$ cat config.mk
export PLATFORM = sky130hd
export DESIGN_NAME = pal_raster_gen
export DESIGN_NICKNAME = d
export VERILOG_FILES = /design/src/rtl/pal_raster_pkg.sv /design/src/rtl/pal_raster_hcount.sv /design/src/rtl/pal_raster_vcount.sv /design/src/rtl/pal_raster_out.sv /design/src/rtl/pal_raster_gen.sv
export SDC_FILE = /design/constraint.sdc
export NUM_CORES = 1
export LEC_CHECK = 0
export ABC_AREA = 1
export CELL_PAD_IN_SITES_DETAIL_PLACEMENT = 0
export CELL_PAD_IN_SITES_GLOBAL_PLACEMENT = 1
export CORE_AREA = 2 2 63 95
export CTS_BUF_LIST = sky130_fd_sc_hd__clkbuf_4 sky130_fd_sc_hd__clkbuf_8
export CTS_CLUSTER_DIAMETER = 80
export DETAILED_ROUTE_END_ITERATION = 8
export DIE_AREA = 0 0 65 97
export HOLD_SLACK_MARGIN = 0.12
export PLACE_DENSITY_LB_ADDON = 0.1
export SLEW_MARGIN = 30
export SYNTH_ARGS = -nofsm -noshare
export SYNTH_HDL_FRONTEND = slang
export SYNTH_HIERARCHICAL = 1
export SYNTH_SLANG_ARGS = --single-unit
export TNS_END_PERCENT = 10
$ cat constraint.sdc
create_clock -name clk -period 7.5 [get_ports clk]
set_clock_uncertainty 0.15 [all_clocks]
set_input_delay 1.875 -clock clk [delete_from_list [all_inputs] [get_ports clk]]
set_output_delay 1.875 -clock clk [all_outputs]
set_load 0.05 [all_outputs]
$ cat src/rtl/pal_raster_pkg.sv
package pal_raster_pkg;

  // True when v lies in the half-open span [lo, lo+len).
  function automatic logic in_span(int v, int lo, int len);
    return (v >= lo) && (v < lo + len);
  endfunction

  // Limit a requested line count to the largest supported picture.
  function automatic int clamp_lines(int req, int lim);
    return (req > lim) ? lim : req;
  endfunction

  // Position of v relative to the start of a span.
  function automatic int offset_in(int v, int lo);
    return v - lo;
  endfunction

endpackage

$ cat src/rtl/pal_raster_hcount.sv
module pal_raster_hcount
  import pal_raster_pkg::*;
#(
  parameter int LINE_CLKS = 1024,
  parameter int HS_CLKS   = 75,
  parameter int PIX_START = 264,
  parameter int PIX_LEN   = 640,
  parameter int HW        = $clog2(LINE_CLKS),
  parameter int CW        = $clog2(PIX_LEN)
) (
  input  logic          clk,
  input  logic          rst,
  output logic          line_start,
  output logic          line_end,
  output logic          hs_active,
  output logic          pix_win,
  output logic [CW-1:0] col_raw
);

  logic [HW-1:0] h_cnt;

  always_ff @(posedge clk) begin
    if (rst)           h_cnt <= '0;
    else if (line_end) h_cnt <= '0;
    else               h_cnt <= h_cnt + HW'(1);
  end

  always_comb begin
    line_start = (h_cnt == '0);
    line_end   = (int'(h_cnt) == LINE_CLKS - 1);
    hs_active  = (int'(h_cnt) < HS_CLKS);
    pix_win    = in_span(int'(h_cnt), PIX_START, PIX_LEN);
    col_raw    = pix_win ? CW'(offset_in(int'(h_cnt), PIX_START)) : '0;
  end

  // the column returns to 0 after the last clock of a line
  a_r1_wrap: assert property (@(posedge clk) disable iff (rst)
    line_end |=> line_start);

  // outside the wrap the column advances by exactly one
  a_r1_step: assert property (@(posedge clk) disable iff (rst)
    !line_end |=> int'(h_cnt) == int'($past(h_cnt)) + 1);

  // line sync ends at column HS_CLKS
  a_r3_hs_end: assert property (@(posedge clk) disable iff (rst)
    $fell(hs_active) |-> int'(h_cnt) == HS_CLKS);

  // every line begins inside line sync
  a_r3_hs_begin: assert property (@(posedge clk) disable iff (rst)
    line_start |-> hs_active);

endmodule

$ cat src/rtl/pal_raster_vcount.sv
module pal_raster_vcount
  import pal_raster_pkg::*;
#(
  parameter int FRAME_LINES = 312,
  parameter int VS_LINES    = 3,
  parameter int DISP_START  = 38,
  parameter int DISP_LINES  = 256,
  parameter int VW          = $clog2(FRAME_LINES),
  parameter int HTW         = $clog2(DISP_LINES + 1),
  parameter int RW          = $clog2(DISP_LINES)
) (
  input  logic           clk,
  input  logic           rst,
  input  logic           line_end,
  input  logic [HTW-1:0] height,
  output logic           frame_end,
  output logic           vs_active,
  output logic           disp_line,
  output logic [RW-1:0]  row_raw,
  output logic           evt_line
);

  logic [VW-1:0]  v_cnt;
  logic [HTW-1:0] eff_q;

  always_comb frame_end = line_end && (int'(v_cnt) == FRAME_LINES - 1);

  always_ff @(posedge clk) begin
    if (rst)            v_cnt <= '0;
    else if (frame_end) v_cnt <= '0;
    else if (line_end)  v_cnt <= v_cnt + VW'(1);
  end

  // The picture height is taken only on the last clock of a frame.
  always_ff @(posedge clk) begin
    if (rst)            eff_q <= HTW'(DISP_LINES);
    else if (frame_end) eff_q <= HTW'(clamp_lines(int'(height), DISP_LINES));
  end

  always_comb begin
    vs_active = (int'(v_cnt) < VS_LINES);
    disp_line = in_span(int'(v_cnt), DISP_START, int'(eff_q));
    row_raw   = disp_line ? RW'(offset_in(int'(v_cnt), DISP_START)) : '0;
    evt_line  = (int'(v_cnt) == DISP_START + int'(eff_q));
  end

  // the line counter returns to 0 after the last line of a frame
  a_r2_wrap: assert property (@(posedge clk) disable iff (rst)
    frame_end |=> v_cnt == '0);

  // the line counter moves only at a line end
  a_r2_hold: assert property (@(posedge clk) disable iff (rst)
    !line_end |=> $stable(v_cnt));

  // the height in effect changes only at a frame boundary
  a_r9_height_hold: assert property (@(posedge clk) disable iff (rst)
    !frame_end |=> $stable(eff_q));

  // the height in effect never exceeds the picture limit
  a_r8_clamp: assert property (@(posedge clk) disable iff (rst)
    int'(eff_q) <= DISP_LINES);

  // the display row stays the same across a whole line
  a_r6_row_stable: assert property (@(posedge clk) disable iff (rst)
    !line_end |=> $stable(row_raw));

endmodule

$ cat src/rtl/pal_raster_out.sv
module pal_raster_out #(
  parameter int CW = 10,
  parameter int RW = 8
) (
  input  logic          hs_active,
  input  logic          vs_active,
  input  logic          pix_win,
  input  logic          disp_line,
  input  logic          line_start,
  input  logic          evt_line,
  input  logic [CW-1:0] col_raw,
  input  logic [RW-1:0] row_raw,
  output logic          hsync_n,
  output logic          csync_n,
  output logic          disp_en,
  output logic [CW-1:0] pix_col,
  output logic [RW-1:0] disp_row,
  output logic          vs_evt
);

  always_comb begin
    hsync_n  = !hs_active;
    csync_n  = !(hs_active || vs_active);
    disp_en  = pix_win && disp_line;
    pix_col  = disp_en ? col_raw : '0;
    disp_row = row_raw;
    vs_evt   = evt_line && line_start;
  end

endmodule

$ cat src/rtl/pal_raster_gen.sv
module pal_raster_gen #(
  parameter int LINE_CLKS   = 1024,
  parameter int HS_CLKS     = 75,
  parameter int PIX_START   = 264,
  parameter int PIX_LEN     = 640,
  parameter int FRAME_LINES = 312,
  parameter int VS_LINES    = 3,
  parameter int DISP_START  = 38,
  parameter int DISP_LINES  = 256,
  parameter int HTW         = $clog2(DISP_LINES + 1),
  parameter int CW          = $clog2(PIX_LEN),
  parameter int RW          = $clog2(DISP_LINES)
) (
  input  logic           clk,
  input  logic           rst,
  input  logic [HTW-1:0] height,
  output logic           hsync_n,
  output logic           csync_n,
  output logic           disp_en,
  output logic [CW-1:0]  pix_col,
  output logic [RW-1:0]  disp_row,
  output logic           vs_evt
);

  localparam int HW = $clog2(LINE_CLKS);
  localparam int VW = $clog2(FRAME_LINES);

  logic          line_start, line_end, hs_active, pix_win;
  logic          frame_end, vs_active, disp_line, evt_line;
  logic [CW-1:0] col_raw;
  logic [RW-1:0] row_raw;

  pal_raster_hcount #(
    .LINE_CLKS(LINE_CLKS), .HS_CLKS(HS_CLKS), .PIX_START(PIX_START),
    .PIX_LEN(PIX_LEN), .HW(HW), .CW(CW)
  ) u_h (
    .clk(clk), .rst(rst), .line_start(line_start), .line_end(line_end),
    .hs_active(hs_active), .pix_win(pix_win), .col_raw(col_raw)
  );

  pal_raster_vcount #(
    .FRAME_LINES(FRAME_LINES), .VS_LINES(VS_LINES), .DISP_START(DISP_START),
    .DISP_LINES(DISP_LINES), .VW(VW), .HTW(HTW), .RW(RW)
  ) u_v (
    .clk(clk), .rst(rst), .line_end(line_end), .height(height),
    .frame_end(frame_end), .vs_active(vs_active), .disp_line(disp_line),
    .row_raw(row_raw), .evt_line(evt_line)
  );

  pal_raster_out #(.CW(CW), .RW(RW)) u_o (
    .hs_active(hs_active), .vs_active(vs_active), .pix_win(pix_win),
    .disp_line(disp_line), .line_start(line_start), .evt_line(evt_line),
    .col_raw(col_raw), .row_raw(row_raw),
    .hsync_n(hsync_n), .csync_n(csync_n), .disp_en(disp_en),
    .pix_col(pix_col), .disp_row(disp_row), .vs_evt(vs_evt)
  );

  // line sync always appears on composite sync
  a_r4_csync_hs: assert property (@(posedge clk) disable iff (rst)
    !hsync_n |-> !csync_n);

  // the pixel window never overlaps any sync
  a_r5_no_sync_window: assert property (@(posedge clk) disable iff (rst)
    disp_en |-> hsync_n && csync_n);

  // inside the window the column advances by one per clock
  a_r6_col_step: assert property (@(posedge clk) disable iff (rst)
    (disp_en && int'(pix_col) != PIX_LEN - 1) |=>
      disp_en && int'(pix_col) == int'($past(pix_col)) + 1);

  // the bottom event lasts a single clock
  a_r7_single: assert property (@(posedge clk) disable iff (rst)
    vs_evt |=> !vs_evt);

  // the bottom event falls outside the pixel window
  a_r7_blank: assert property (@(posedge clk) disable iff (rst)
    vs_evt |-> !disp_en);

  // the first clock after reset is at column 0, line 0
  a_r10_start: assert property (@(posedge clk)
    rst |=> !hsync_n && !csync_n && !disp_en && !vs_evt);

endmodule

==> out/results.ini <==
[route]
viasPerCell = 4.68
vias = 2091
drt_wl_total_um = 5070
routedWlPerCell_um = 11.3
drc = 0
initialDrtViolationCount = 90
drtAntennaViolNets = 0
drtPass1Iterations = 4

[worst_setup_path]
r2r_slack_ns = 4.79
critPathMaxFanout = 11
cp-start-kind = flip-flop
end_kind = output pin
arrival_ns = 3.46
required_ns = 5.48
critPathKind = flip-flop to output pin

[cells_and_area]
stdcell_area_um2 = 2670
n_fill_cell = 573
diodes = 0
drive_gt1_share_pct = 11.4
final_nets = 408
stdcell_count = 447
syn2layout_area_growth_pct = 15.9

[worst_hold_path]
hp-class = flip-flop to flip-flop

[sta]
setup_viol = 0
tightest_slew_ns = 0.567
fin_tns_setup_ns = 0
period_needed_ns = 5.49
rsz0062_at_grt = no
fin_crit_sh_pct = 73.2
drv_slew = 0
hold_viol_final = 0
relSlewSlack_pct = 62.1
whs_ns = 0.332
clock.fmax_mhz = 182

[clocking]
hold_buffers = 0
postCtsSetupBuffers = 0
cts_tree = yes
cts-root-buf = clkbuf_8
numCtsBuffers = 3
ctsResizeCount = 0
clk_latency_ns = 0.27
h-tree-depth = 1
clk_pin_slew_ns = 0.09
cts_max_path_buffers = 2
cts.sinks = 28

[placed_design]
placed_cells = 443
dpl.hpwl_um = 4150
finalWeightedCongestion = 0.821
portBuffers = 32
dpl-instance-area_um2 = 2610

[die]
initial_core_util_pct = 42.6
num_io_pins = 33
fp.coreArea_um2 = 5410
fp.dieW_um = 65
rows = 33
die_area_um2 = 6310
die_h_um = 97

[logic_synthesis]
synth-edff-count = 0
ys_ff_latch = 28
yosysWarningCount = 6
syn_inst = 354
avgSynthCellArea_um2 = 6.50
async_flop_share_pct = 0
synthFlopType = dfxtp_1
synth_cell_types = 30
syn_nets = 384
syn-cell-area_um2 = 2300
synth_seq_area_share_pct = 24.3

[global_routing]
grt_pass1_vias = 2039
grt_usage_pct = 17.7
antenna_found_initial = 0
grt_first_pass_wirelength_um = 9050
grt-ovfl-total = 0
grt_max_degree = 20

[power]
vdd_drop_max_v = 0.0000797
power.leakage_nw = 1.21
power_density_nw_per_um2 = 98.7

[outcome]
status = complete, no violations

[run]
maxCapViolations = 0

placed cells by master (no fill, tap or decap), drive strengths merged:
master and count:
a211oi 1, a21oi 10, clkbuf 4, clkdlybuf4s50 32, clkinv 2, dfxtp 28, ha 19, inv 55
mux2i 1, nand2 78, nand3 33, nand4 9, nor2 72, nor3 4, nor3b 1, o21a 1
o21ai 4, o21bai 2, or2 2, xnor2 2, xor2 17
worst max-delay path: stages, from the launching register on:
cell             delay [ns]
dfxtp_1                0.38
inv_1                  0.06
ha_1                   0.21
inv_1                  0.05
nand3_1                0.09
nand2_1                0.09
nand2_1                0.06
xor2_1                 0.14
ha_1                   0.29
a21oi_1                0.13
nor2_1                 0.07
nor2_2                 0.08
nand2_2                0.13
inv_1                  0.09
nand2_1                0.32
nor2_1                 0.19
clkdlybuf4s50_1        0.82
area by class of cell:
cell class,instances,area [um2],share of cell area (%)
flip-flops and latches,28,561,21.0
clock buffers,4,55.1,2.06
multi-input cells,256,1430,53.6
well taps,70,87.6,3.28
repair buffers,32,320,12.0
inverters,57,214,8.02
cell families (layout without fill, tap and decap cells):
group	after synthesis	after routing	share of synthesized area, %
simple gates	199	199	39.8
buf+inv	70	93	13.5
flops	28	28	24.3
fa+ha+maj	19	19	10.3
xor+xnor	19	19	7.23
compound gates	18	18	4.35
mux	1	1	0.435
worst paths after layout:
check                            startpoint                        end  depth (start not counted)
setup / recovery  u_v/eff_q[1]$_SDFFE_PP0P_                 pix_col[9]                         16
hold / removal    u_v/eff_q[5]$_SDFFE_PP0P_  u_v/eff_q[5]$_SDFFE_PP0P_                          2
setup reg to reg    u_h/h_cnt[0]$_SDFF_PP0_  u_v/v_cnt[3]$_SDFFE_PP0P_                         10
hold reg to reg   u_v/eff_q[5]$_SDFFE_PP0P_  u_v/eff_q[5]$_SDFFE_PP0P_                          2
flip-flops by register name (all words and copies together) (netlist names):
name       flops
u_v/eff_q      9
u_v/v_cnt      9
u_h/h_cnt     10
synth_stat cells (4+ instances only):
cell / number / share of area, %
nand2_2: 6 / 1.6
a21oi_1: 10 / 2.2
dfxtp_1: 28 / 24
buf_4: 8 / 2.6
nor2_1: 49 / 8.0
nor2_2: 21 / 5.7
nand4_1: 9 / 2.4
inv_2: 7 / 1.1
ha_1: 19 / 10
nor3_1: 4 / 0.87
nand2_1: 72 / 12
xor2_1: 17 / 6.5
nand3_1: 31 / 6.7
inv_1: 48 / 7.8
layer usage:
layer,wire length (um),GRT usage [%]
met1,2030,19.8
met2,2800,34.0
met4,81,5.56
met3,161,1.63
met5,0,0
report_power, final:
part	leakage (nW)	total (mW)	internal, mW	switching (mW)
clock	0.0288	0.0945	0.0470	0.0475
combinational	0.958	0.0175	0.00778	0.00974
sequential	0.226	0.151	0.150	0.00149
total	1.21	0.263	0.205	0.0587
stage by stage:
step | util, % | total power [mW] | worst slack, ns
after floorplan | - | 0.163 | 3.05
after global placement | 48.3 | 0.173 | 2.29
after detailed placement | 48.3 | 0.173 | 2.25
after CTS | 49.3 | 0.270 | 1.93
after global routing | 49.3 | 0.279 | 1.68
final | 49.3 | 0.263 | 2.01
No activity file was read; power rests on OpenSTA's default activity.
